## src/rtl/adc_link_pkg.sv

```systemverilog
package adc_link_pkg;
  localparam int RES_W     = 12;
  localparam int CH_W      = 3;
  localparam int ADDR_BITS = CH_W + 1;
  localparam int TURN_CYC  = 1;
  localparam int ACQ_CYC   = 1;
  localparam int FULL_CYC  = ADDR_BITS + TURN_CYC + 1 + RES_W;
  localparam int CONV_CYC  = ACQ_CYC + 1 + RES_W;
  localparam int CYC_W     = $clog2(FULL_CYC + 1);
  localparam int PH_W      = CYC_W + 1;
  localparam int CAP_W     = $clog2(RES_W + 1);

  typedef enum logic {FR_FULL = 1'b0, FR_CONV = 1'b1} frame_t;

  // serial cycles in one frame of the given kind
  function automatic logic [CYC_W-1:0] frame_len(input frame_t kind);
    return (kind == FR_FULL) ? CYC_W'(FULL_CYC) : CYC_W'(CONV_CYC);
  endfunction

  // first cycle carrying a result bit (MSB)
  function automatic logic [CYC_W-1:0] first_bit_cycle(input frame_t kind);
    return frame_len(kind) - CYC_W'(RES_W) + CYC_W'(1);
  endfunction

  // whether the host owns the line during a given cycle
  function automatic logic host_drives(input frame_t kind, input logic [CYC_W-1:0] cyc);
    return (kind == FR_FULL) && (cyc >= CYC_W'(1)) && (cyc <= CYC_W'(ADDR_BITS));
  endfunction

  // address bit for a cycle: enable first, then channel MSB to LSB
  function automatic logic addr_bit(input logic [CH_W-1:0] ch, input logic [CYC_W-1:0] cyc);
    logic [ADDR_BITS-1:0] word;
    logic b;
    word = {1'b1, ch};
    b = 1'b0;
    for (int i = 0; i < ADDR_BITS; i++) begin
      if (cyc == CYC_W'(i + 1)) b = word[ADDR_BITS-1-i];
    end
    return b;
  endfunction
endpackage

```

## src/rtl/adc_link_clkdiv.sv

```systemverilog
module adc_link_clkdiv #(
  parameter int DIV_W = 8
) (
  input  logic             clk,
  input  logic             rst_n,
  input  logic             run_i,
  input  logic [DIV_W-1:0] half_i,
  output logic             half_end_o
);
  logic [DIV_W-1:0] cnt_q;
  logic [DIV_W-1:0] limit;

  always_comb begin
    limit      = (half_i == '0) ? '0 : half_i - DIV_W'(1);
    half_end_o = run_i && (cnt_q == limit);
  end

  always_ff @(posedge clk or negedge rst_n) begin
    if (!rst_n)                   cnt_q <= '0;
    else if (!run_i || half_end_o) cnt_q <= '0;
    else                          cnt_q <= cnt_q + DIV_W'(1);
  end

  assert_div_bound_R2: assert property (@(posedge clk) disable iff (!rst_n)
    run_i |-> (cnt_q <= limit));
endmodule

```

## src/rtl/adc_link_seq.sv

```systemverilog
module adc_link_seq
  import adc_link_pkg::*;
#(
  parameter int DIV_W = 8
) (
  input  logic             clk,
  input  logic             rst_n,
  input  logic             start_i,
  input  logic [CH_W-1:0]  chan_i,
  input  logic             reuse_i,
  input  logic [DIV_W-1:0] half_period_i,
  input  logic             half_end_i,
  output logic             run_o,
  output logic [DIV_W-1:0] half_o,
  output frame_t           kind_o,
  output logic [CH_W-1:0]  ch_o,
  output logic [CYC_W-1:0] cyc_o,
  output logic             capture_o,
  output logic             finish_o,
  output logic             sclk_o,
  output logic             cs_mux_n_o,
  output logic             cs_adc_n_o,
  output logic             busy_o,
  output logic             valid_o
);
  logic             run_q, done_q, sel_ok_q;
  frame_t           kind_q, kind_next;
  logic [CH_W-1:0]  ch_q;
  logic [DIV_W-1:0] half_q;
  logic [PH_W-1:0]  ph_q, last_ph;
  logic [CYC_W-1:0] cyc;
  logic             accept;

  always_comb begin
    cyc       = ph_q[PH_W-1:1] + CYC_W'(1);
    last_ph   = {frame_len(kind_q), 1'b0} - PH_W'(1);
    busy_o    = run_q || done_q;
    accept    = start_i && !busy_o;
    kind_next = (reuse_i && sel_ok_q) ? FR_CONV : FR_FULL;
    capture_o = run_q && half_end_i && !ph_q[0] && (cyc >= first_bit_cycle(kind_q));
    finish_o  = run_q && half_end_i && (ph_q == last_ph);
  end

  always_ff @(posedge clk or negedge rst_n) begin
    if (!rst_n) begin
      run_q    <= 1'b0;
      done_q   <= 1'b0;
      sel_ok_q <= 1'b0;
      kind_q   <= FR_FULL;
      ch_q     <= '0;
      half_q   <= '0;
      ph_q     <= '0;
    end else begin
      done_q <= finish_o;
      if (accept) begin
        run_q  <= 1'b1;
        ph_q   <= '0;
        kind_q <= kind_next;
        half_q <= half_period_i;
        if (kind_next == FR_FULL) ch_q <= chan_i;
      end else if (run_q && half_end_i) begin
        if (ph_q == last_ph) begin
          run_q <= 1'b0;
          ph_q  <= '0;
          if (kind_q == FR_FULL) sel_ok_q <= 1'b1;
        end else begin
          ph_q <= ph_q + PH_W'(1);
        end
      end
    end
  end

  always_comb begin
    run_o      = run_q;
    half_o     = half_q;
    kind_o     = kind_q;
    ch_o       = ch_q;
    cyc_o      = cyc;
    sclk_o     = run_q && ph_q[0];
    cs_adc_n_o = !run_q;
    cs_mux_n_o = !(run_q && (kind_q == FR_FULL));
    valid_o    = done_q;
  end

  assert_sclk_idle_R2: assert property (@(posedge clk) disable iff (!rst_n)
    cs_adc_n_o |-> !sclk_o);
  assert_mux_inside_adc_R11: assert property (@(posedge clk) disable iff (!rst_n)
    !cs_mux_n_o |-> !cs_adc_n_o);
  assert_conv_needs_sel_R9: assert property (@(posedge clk) disable iff (!rst_n)
    (run_q && kind_q == FR_CONV) |-> sel_ok_q);
  assert_start_ignored_R8: assert property (@(posedge clk) disable iff (!rst_n)
    (busy_o && start_i) |=> ($stable(ch_q) && $stable(half_q) && $stable(kind_q)));
  assert_valid_pulse_R7: assert property (@(posedge clk) disable iff (!rst_n)
    valid_o |=> !valid_o);
  assert_busy_ends_R8: assert property (@(posedge clk) disable iff (!rst_n)
    $fell(busy_o) |-> $past(valid_o));
  assert_frame_closes_R7: assert property (@(posedge clk) disable iff (!rst_n)
    $rose(cs_adc_n_o) |-> valid_o);
endmodule

```

## src/rtl/adc_link_shift.sv

```systemverilog
module adc_link_shift
  import adc_link_pkg::*;
(
  input  logic             clk,
  input  logic             rst_n,
  input  logic             run_i,
  input  frame_t           kind_i,
  input  logic [CH_W-1:0]  ch_i,
  input  logic [CYC_W-1:0] cyc_i,
  input  logic             capture_i,
  input  logic             finish_i,
  input  logic             din_i,
  output logic             dout_o,
  output logic             oe_o,
  output logic [RES_W-1:0] result_o
);
  logic [RES_W-1:0] shift_q, result_q;
  logic [CAP_W-1:0] cap_cnt_q;

  always_comb begin
    oe_o     = run_i && host_drives(kind_i, cyc_i);
    dout_o   = oe_o && addr_bit(ch_i, cyc_i);
    result_o = result_q;
  end

  always_ff @(posedge clk or negedge rst_n) begin
    if (!rst_n) begin
      shift_q   <= '0;
      result_q  <= '0;
      cap_cnt_q <= '0;
    end else begin
      if (capture_i) begin
        shift_q   <= {shift_q[RES_W-2:0], din_i};
        cap_cnt_q <= cap_cnt_q + CAP_W'(1);
      end else if (!run_i) begin
        cap_cnt_q <= '0;
      end
      if (finish_i) result_q <= shift_q;
    end
  end

  assert_release_R4: assert property (@(posedge clk) disable iff (!rst_n)
    (run_i && cyc_i > CYC_W'(ADDR_BITS)) |-> !oe_o);
  assert_bit_count_R5: assert property (@(posedge clk) disable iff (!rst_n)
    finish_i |-> (cap_cnt_q == CAP_W'(RES_W)));
endmodule

```

## src/rtl/adc_link_ctrl.sv

```systemverilog
module adc_link_ctrl
  import adc_link_pkg::*;
#(
  parameter int DIV_W = 8
) (
  input  logic             clk,
  input  logic             rst_n,
  input  logic             start_i,
  input  logic [CH_W-1:0]  chan_i,
  input  logic             reuse_i,
  input  logic [DIV_W-1:0] half_period_i,
  output logic             busy_o,
  output logic             valid_o,
  output logic [RES_W-1:0] result_o,
  output logic             sclk_o,
  output logic             cs_mux_n_o,
  output logic             cs_adc_n_o,
  output logic             sd_out_o,
  output logic             sd_oe_o,
  input  logic             sd_in_i
);
  logic             run, half_end, capture, finish;
  logic [DIV_W-1:0] half_q;
  frame_t           kind;
  logic [CH_W-1:0]  ch;
  logic [CYC_W-1:0] cyc;

  adc_link_clkdiv #(.DIV_W(DIV_W)) u_div (
    .clk(clk), .rst_n(rst_n), .run_i(run), .half_i(half_q), .half_end_o(half_end));

  adc_link_seq #(.DIV_W(DIV_W)) u_seq (
    .clk(clk), .rst_n(rst_n), .start_i(start_i), .chan_i(chan_i), .reuse_i(reuse_i),
    .half_period_i(half_period_i), .half_end_i(half_end), .run_o(run), .half_o(half_q),
    .kind_o(kind), .ch_o(ch), .cyc_o(cyc), .capture_o(capture), .finish_o(finish),
    .sclk_o(sclk_o), .cs_mux_n_o(cs_mux_n_o), .cs_adc_n_o(cs_adc_n_o),
    .busy_o(busy_o), .valid_o(valid_o));

  adc_link_shift u_shift (
    .clk(clk), .rst_n(rst_n), .run_i(run), .kind_i(kind), .ch_i(ch), .cyc_i(cyc),
    .capture_i(capture), .finish_i(finish), .din_i(sd_in_i), .dout_o(sd_out_o),
    .oe_o(sd_oe_o), .result_o(result_o));

  assert_drive_needs_mux_R3: assert property (@(posedge clk) disable iff (!rst_n)
    sd_oe_o |-> !cs_mux_n_o);
endmodule

```

## config.mk

```make
export PLATFORM = sky130hd
export DESIGN_NAME = adc_link_ctrl
export DESIGN_NICKNAME = d
export VERILOG_FILES = /design/src/rtl/adc_link_pkg.sv /design/src/rtl/adc_link_clkdiv.sv /design/src/rtl/adc_link_seq.sv /design/src/rtl/adc_link_shift.sv /design/src/rtl/adc_link_ctrl.sv
export SDC_FILE = /design/constraint.sdc
export NUM_CORES = 1
export LEC_CHECK = 0
export ABC_AREA = 1
export ABC_CLOCK_PERIOD_IN_PS = 2300
export BUFFER_PORTS_ARGS = -buffer_cell sky130_fd_sc_hd__buf_4
export CELL_PAD_IN_SITES_DETAIL_PLACEMENT = 1
export CELL_PAD_IN_SITES_GLOBAL_PLACEMENT = 1
export CORE_MARGIN = 4
export CORE_UTILIZATION = 43
export CTS_CLUSTER_SIZE = 40
export DETAILED_ROUTE_END_ITERATION = 8
export PLACE_DENSITY_LB_ADDON = 0.1
export SYNTH_ARGS = -nofsm -noshare
export SYNTH_HDL_FRONTEND = slang
export SYNTH_SLANG_ARGS = --single-unit
```

## constraint.sdc

```tcl
create_clock -name clk -period 2.3 [get_ports clk]
set_input_delay 0.46 -clock clk [delete_from_list [all_inputs] [get_ports clk]]
set_output_delay 0.46 -clock clk [all_outputs]
set_load 0.05 [all_outputs]
```

==> impl_results.md, run 1 <==
- Full die area: about 8400 µm²
- ANT nets after route: 0
- Largest net degree at the start of global routing: 54
- Worst Hold Slack: around 0.17 ns
- RSZ-0062 raised after global routing: yes
- Area Overhead vs Synth: 23.71%
- Failing checks: negative setup slack
- Peak supply drop: approximately 0.0003 V
- Grt peak-use layer: met2
- Sequential area share after synthesis: 0.4395
- Placed Area: 3441 µm²
- Synth Cell Area: a little over 3000 µm²
- Layout Skew: 0.01280 ns
- Clock transition at the registers of the reported paths: 0.11 ns
- Hold-fix buffers at CTS: 0
- Crit-path slowest cell: dfrtp_2
- Peak Freq: 418.1 MHz
- Chip Width: 91.78 µm
- CP endpoint kind: primary output
- CP Launch Type: register
- Synth Register Bits: 53
- R2R depth: 15
- Required @ worst endpoint: 1.84 ns
- CTS Buffer Depth: 2
- Die H: a little over 90 µm
- Most frequent cells in the layout: nand2_1, dfrtp_1, buf_4, nand3_1, inv_1
- Initial core utilization: 0.4442
- Placement row count: 30
- Pwr dens: 410.4 nW/µm²
- Final Hold Viols: 0
- Avg Cell Area, Syn: roughly 7.5 µm²
- # setup viols final: 2
- Core Area: 6794 µm²
- Crit path kind: reg -> out
- Gpl congestion: 0.8642
- Sink Count: 53
- Grt met1 use: 0.2888
- Met2 Track Usage GR: 0.3518
- Yosys cell types: 29
- Residual DRC: 0
- Grt total ovfl: 0
- Via density: 5.180
- Worst Setup SP: u_seq.ph_q[1]
- First-pass GRT wire length: about 14000 µm
- GR Layer Usage met3: 0.03199
- I/O Pins: 35
- Worst R2R End: u_shift.result_o[4]
- Status: finished, violations left
- Min-Delay Path Class: in -> async
- Crit path DAT: around 1.9 ns
- CP most frequent cell: nand2_2
- Slew @ Worst Pin: 0.6912 ns
- Post-DP HPWL: between 5000 and 6000 µm
- Final Cell Area: 3734 µm²
- Initial antenna violation count: 0
- Finished Core Util: 0.5495
- Final WS setup: -0.09174 ns
- Dpl ws: approximately 0.047 ns
- Clock root cell: clkbuf_8
- Mapped Cells: 405
- Vias in the first global route: 3024
- Max-Cap Viols: 0
- Part of the cycle the worst path needs: 1.040
- Ys Warns: 0
- First DRT Iteration DRCs: between 150 and 200
- Reg2reg setup slack: 0.16 ns
- Critical Path Max Stage Delay: 0.46 ns
- DR WL/cell: 15.21 µm
- IO buf count: 34
- Slew Limit Fails: 0
- CP endpoint: sd_out_o
- Clock Latency Late Sink: ~0.32 ns
- Fin Setup TNS: -0.1080 ns
- Net count after synthesis: 430
- DR vias: 2854
- Drt total wl: 8381 µm
- Layout cells sized above 1: 0.2242
- CTS tree: yes
- TritonCTS Buffers: 5
- H-tree lvl count: 2
- Worst r2r src: u_seq.half_o[1]
- Max-Slew Margin vs Limit: 0.5392
- Antenna cells: 0
- Pleak: 1.929 nW
- GRT Resource Usage Total: 0.2085
- Cell breakdown of the critical path: ha_4 > nand3_2 > xor2_1 > nand2_2 > inv_2 > nand2_2 > a21oi_4 > nor4_4 > buf_6
- Nets@finish: 479
- TritonRoute pass-1 iters: 5
- Post-layout minimum cycle time: 2.392 ns
- Most common cell after layout, fill and taps aside: nand2_1
- Crit path max fanout: 5
power by group:
part	switching (mW)	internal [mW]	total, mW
logic	0.0216	0.0158	0.0374
clock network	0.341	0.223	0.564
registers	0	0.931	0.931
how the worst min path moves through the flow:
stage | from | end | slack (ns) | cells after the start
finish | rst_n | u_seq.half_o[2] | 0.17 | 1
global route | rst_n | u_shift.result_o[5] | 0.24 | 1
CTS | rst_n | u_shift.result_o[5] | 0.21 | 1
detailed placement | u_seq.ch_o[0] | u_seq.ch_o[0] | 0.47 | 2
global placement | u_seq.sel_ok_q | u_seq.sel_ok_q | 0.45 | 2
floorplan | rst_n | u_div.cnt_q[0] | 0.16 | 0
cells in the mapped netlist:
| cell | instances | area (µm²) |
|---|---|---|
| a21oi_1 | 5 | 25.02 |
| buf_2 | 5 | 25.02 |
| buf_4 | 1 | 7.510 |
| buf_6 | 1 | 11.26 |
| clkbuf_1 | 5 | 18.77 |
| dfrtp_1 | 53 | 1326 |
| ha_1 | 9 | 112.6 |
| inv_1 | 39 | 146.4 |
| inv_2 | 3 | 11.26 |
| mux2i_1 | 1 | 10.01 |
| nand2_1 | 135 | 506.7 |
| nand2_2 | 4 | 25.02 |
| nand2_4 | 1 | 11.26 |
| nand2b_1 | 1 | 6.260 |
| nand3_1 | 44 | 220.2 |
| nand3_2 | 1 | 10.01 |
| nand4_1 | 21 | 131.4 |
| nor2_1 | 32 | 120.1 |
| nor2_2 | 5 | 31.28 |
| nor2_4 | 3 | 33.78 |
| nor3_1 | 4 | 20.02 |
| nor3b_1 | 1 | 7.510 |
| nor4_1 | 1 | 6.260 |
| o21ai_0 | 14 | 70.07 |
| o21ai_1 | 3 | 15.01 |
| o22ai_1 | 1 | 6.260 |
| or2_2 | 1 | 6.260 |
| xnor2_1 | 2 | 17.52 |
| xor2_1 | 9 | 78.83 |
routing by layer:
layer  vias up  share of wire  wire, µm
li1       1392              -         -
met1      1411           0.48      4015
met2        45           0.48      4033
met3         6          0.031       262
met4         0         0.0081        68
met5         -              0         0
registers in the layout, summed over array words and instances, names as in the netlist:
register,flops
u_div.cnt_q,8
u_seq.ch_o,3
u_seq.half_o,8
u_seq.kind_o,1
u_seq.ph_q,6
u_seq.run_o,1
u_seq.sel_ok_q,1
u_seq.valid_o,1
u_shift.result_o,12
u_shift.shift_q,12
logic make-up (layout without fill, tap and decap cells):
group,after synthesis,count (layout),synth area share
buffers and inverters,54,104,0.07297
and+or+nand+nor,254,254,0.3765
muxes,1,1,0.003317
adders and majority gates,9,9,0.03731
xor gates and xnor gates,11,11,0.03193
AOI/OAI and AO/OA,23,23,0.03856
DFF,53,53,0.4395
repair_timing:
item,4_1_cts,5_1_grt
endpoints found under the setup margin,2,32
pin swaps,5,3
buffers inserted,5,3
gates resized for setup,25,9
worst max-delay path: cells and delay by family (launching register included):
family          cells  cell delay, ns
simple gates        4            0.50
flops               1            0.46
buf+inv             2            0.24
fa+ha+maj           1            0.19
xor+xnor            1            0.16
compound gates      1            0.05
layout make-up:
type	instances	area, µm²
fillers	860	3060
multi-input cells	298	1594
flip-flops and latches	53	1330
repair buffers	54	436.7
inverters	42	157.7
well taps	96	120.1
clock buffers	5	68.82
clock inverters	3	26.28
through the flow:
| stage | power (mW) | std cells |
|---|---|---|
| floorplan | 0.9497 | 405 |
| global placement | 0.9881 | 535 |
| detailed placement | 0.9888 | 535 |
| CTS | 1.550 | 548 |
| global route | 1.597 | 551 |
| finish | 1.532 | 551 |
Power figures use the tool's default switching activity.
==> run 2, diff against run 1 <==
- CORE_UTILIZATION: 43 -> 25
- MAX_ROUTING_LAYER: default -> met4
==> impl_results.md, run 2 (synthesis results as in run 1) <==
- Failing checks: negative setup slack
- Required @ worst endpoint: 1.84 ns (about the same)
- Largest net degree at the start of global routing: 54 (unchanged)
- Initial core utilization: 0.2599 (-0.1843)
- Post-route insts no fill: 604 (+9.6%)
- Die H: 117.9 µm (+28%)
- Pleak: 1.978 nW (+2.5%)
- Placed Cells: 585 (+9.3%)
- Drt total wl: 8738 µm (+4.3%)
- CTS Buffer Depth: 2 (unchanged)
- CTS tree: yes
- First-pass GRT wire length: 14960 µm (+3.4%)
- Most common cell after layout, fill and taps aside: nand2_1
- GRT Resource Usage Total: 0.1343 (-0.07416)
- Layout Skew: 0.009148 ns (-0.003653 ns)
- Grt total ovfl: 0 (unchanged)
- Slew @ Worst Pin: 0.7219 ns (+0.03073 ns)
- Hold-fix buffers at CTS: 0 (unchanged)
- Post-layout minimum cycle time: 2.324 ns (-0.06787 ns)
- Most frequent cells in the layout: nand2_1, buf_4, dfrtp_1, nand3_1, inv_1
- TritonRoute pass-1 iters: 4 (-1)
- Reg2reg setup slack: 0.18 ns (+0.02 ns)
- Part of the cycle the worst path needs: 1.010 (-0.02951)
- I/O Pins: 35 (unchanged)
- Nets@finish: 485 (+1.3%)
- Antenna cells: 0 (unchanged)
- Gpl congestion: 0.8041 (-7.0%)
- Sink Count: 53 (unchanged)
- Layout cells sized above 1: 0.2430 (+0.01877)
- Crit path max fanout: 5 (unchanged)
- Clock transition at the registers of the reported paths: 0.08 ns (-0.03 ns)
- # setup viols final: 2 (unchanged)
- Final WS setup: -0.02387 ns (+0.06787 ns)
- IO buf count: 34 (unchanged)
- Crit path DAT: 1.86 ns (-0.07 ns)
- Status: finished, violations left
- Max-Cap Viols: 0 (unchanged)
- Initial antenna violation count: 0 (unchanged)
- Pwr dens: 456.4 nW/µm² (+11%)
- Area Overhead vs Synth: 29.73%
- Min-Delay Path Class: in -> async
- DR WL/cell: 14.47 µm (-4.9%)
- Vias in the first global route: 2931 (-3.1%)
- Crit-path slowest cell: dfrtp_1
- Core Area: 11610 µm² (+71%)
- TritonCTS Buffers: 5 (unchanged)
- Full die area: 13890 µm² (+65%)
- Worst Hold Slack: 0.1970 ns (+0.02898 ns)
- CP most frequent cell: buf_6
- Peak supply drop: 0.0002742 V (-8.5%)
- Clock root cell: clkbuf_16
- DR vias: 2809 (-1.6%)
- Slew Limit Fails: 0 (unchanged)
- CP Launch Type: register
- Post-DP HPWL: 6317 µm (+6.3%)
- CP endpoint kind: primary output
- Max-Slew Margin vs Limit: 0.5187 (-0.02049)
- Final Cell Area: 3915 µm² (+4.9%)
- H-tree lvl count: 2 (unchanged)
- Residual DRC: 0 (unchanged)
- Cell breakdown of the critical path: buf_6 > inv_4 > ha_4 > nor3_2 > nand2_2 > a21oi_2 > nor4_4 > buf_6
- ANT nets after route: 0 (unchanged)
- Peak Freq: 430.3 MHz (+2.9%)
- Crit path kind: reg -> out
- Clock Latency Late Sink: 0.30 ns (-0.02 ns)
- Placement row count: 39 (+30%)
- Finished Core Util: 0.3371 (-0.2124)
- Critical Path Max Stage Delay: 0.43 ns (-0.03 ns)
- Via density: 4.651 (-10%)
- Chip Width: 117.9 µm (+28%)
- Power, Total: 1.787 mW (+17%)
- Final Hold Viols: 0 (unchanged)
- RSZ-0062 raised after global routing: yes
- Dpl ws: -0.04023 ns (-0.08702 ns)
- Placed Area: 3522 µm² (+2.4%)
- Fin Setup TNS: -0.03588 ns (+0.07216 ns)
- First DRT Iteration DRCs: 90 (-41%)
## run 2: changes by cell type in the layout (fill, tap and decap cells not counted), sizes merged
| cell | before | now |
|---|---|---|
| buf | 54 | 60 |
| clkinv | 2 | 1 |
| inv | 43 | 44 |
## run 2: layout make-up
| cell class | count | area (µm²) |
|---|---|---|
| sequential | 53 | 1330 |
| multi-input combinational | 298 | 1604 |
| tap | 143 | 178.9 |
| clock inverter | 3 | 28.78 |
| inverter | 42 | 162.7 |
| timing repair buffer | 60 | 485.5 |
| fill | 1421 | 7699 |
| clock buffer | 5 | 125.1 |
## run 2: power breakdown
group / switching [mW] / internal, mW / total (mW)
Clock: 0.399 / 0.419 / 0.818
Combinational: 0.0220 / 0.0158 / 0.0377
Sequential: 0 / 0.931 / 0.931
Total: 0.421 / 1.37 / 1.79
## run 2: worst paths after layout
| path | cells past startpoint | startpoint | endpoint |
|---|---|---|---|
| max in group asynchronous | 1 | rst_n | u_seq.ph_q[3] |
| min in group clk | 3 | chan_i[2] | u_seq.ch_o[2] |
| hold / removal | 1 | rst_n | u_seq.half_o[2] |
| hold reg to reg | 2 | u_seq.sel_ok_q | u_seq.sel_ok_q |
| setup / recovery | 8 | u_seq.ph_q[1] | sd_out_o |
| setup reg to reg | 15 | u_seq.half_o[1] | u_shift.result_o[0] |
## run 2: worst max-delay path: cells and delay by family (launching register included)
kind	cells	cell delay (ns)
flip-flops	1	0.43
buffers and inverters	3	0.39
AND/OR/NAND/NOR	3	0.34
adder cells (fa/ha/maj)	1	0.21
AO/OA/AOI/OAI	1	0.19
## run 2: per-layer routing
metal  up-vias  share of wire  GRT usage
li1       1413              -          -
met1      1355           0.51     0.1880
met2        33           0.45     0.2001
met3         8          0.028    0.02691
met4         0          0.010    0.03223
met5         -              0          -
## run 2: timing repair
action | 4_1_cts | 5_1_grt
pin swaps | 5 | 5
gates resized for setup | 27 | 15
setup endpoints to repair | 2 | 33
cloned | 0 | 0
setup buffers | 4 | 7
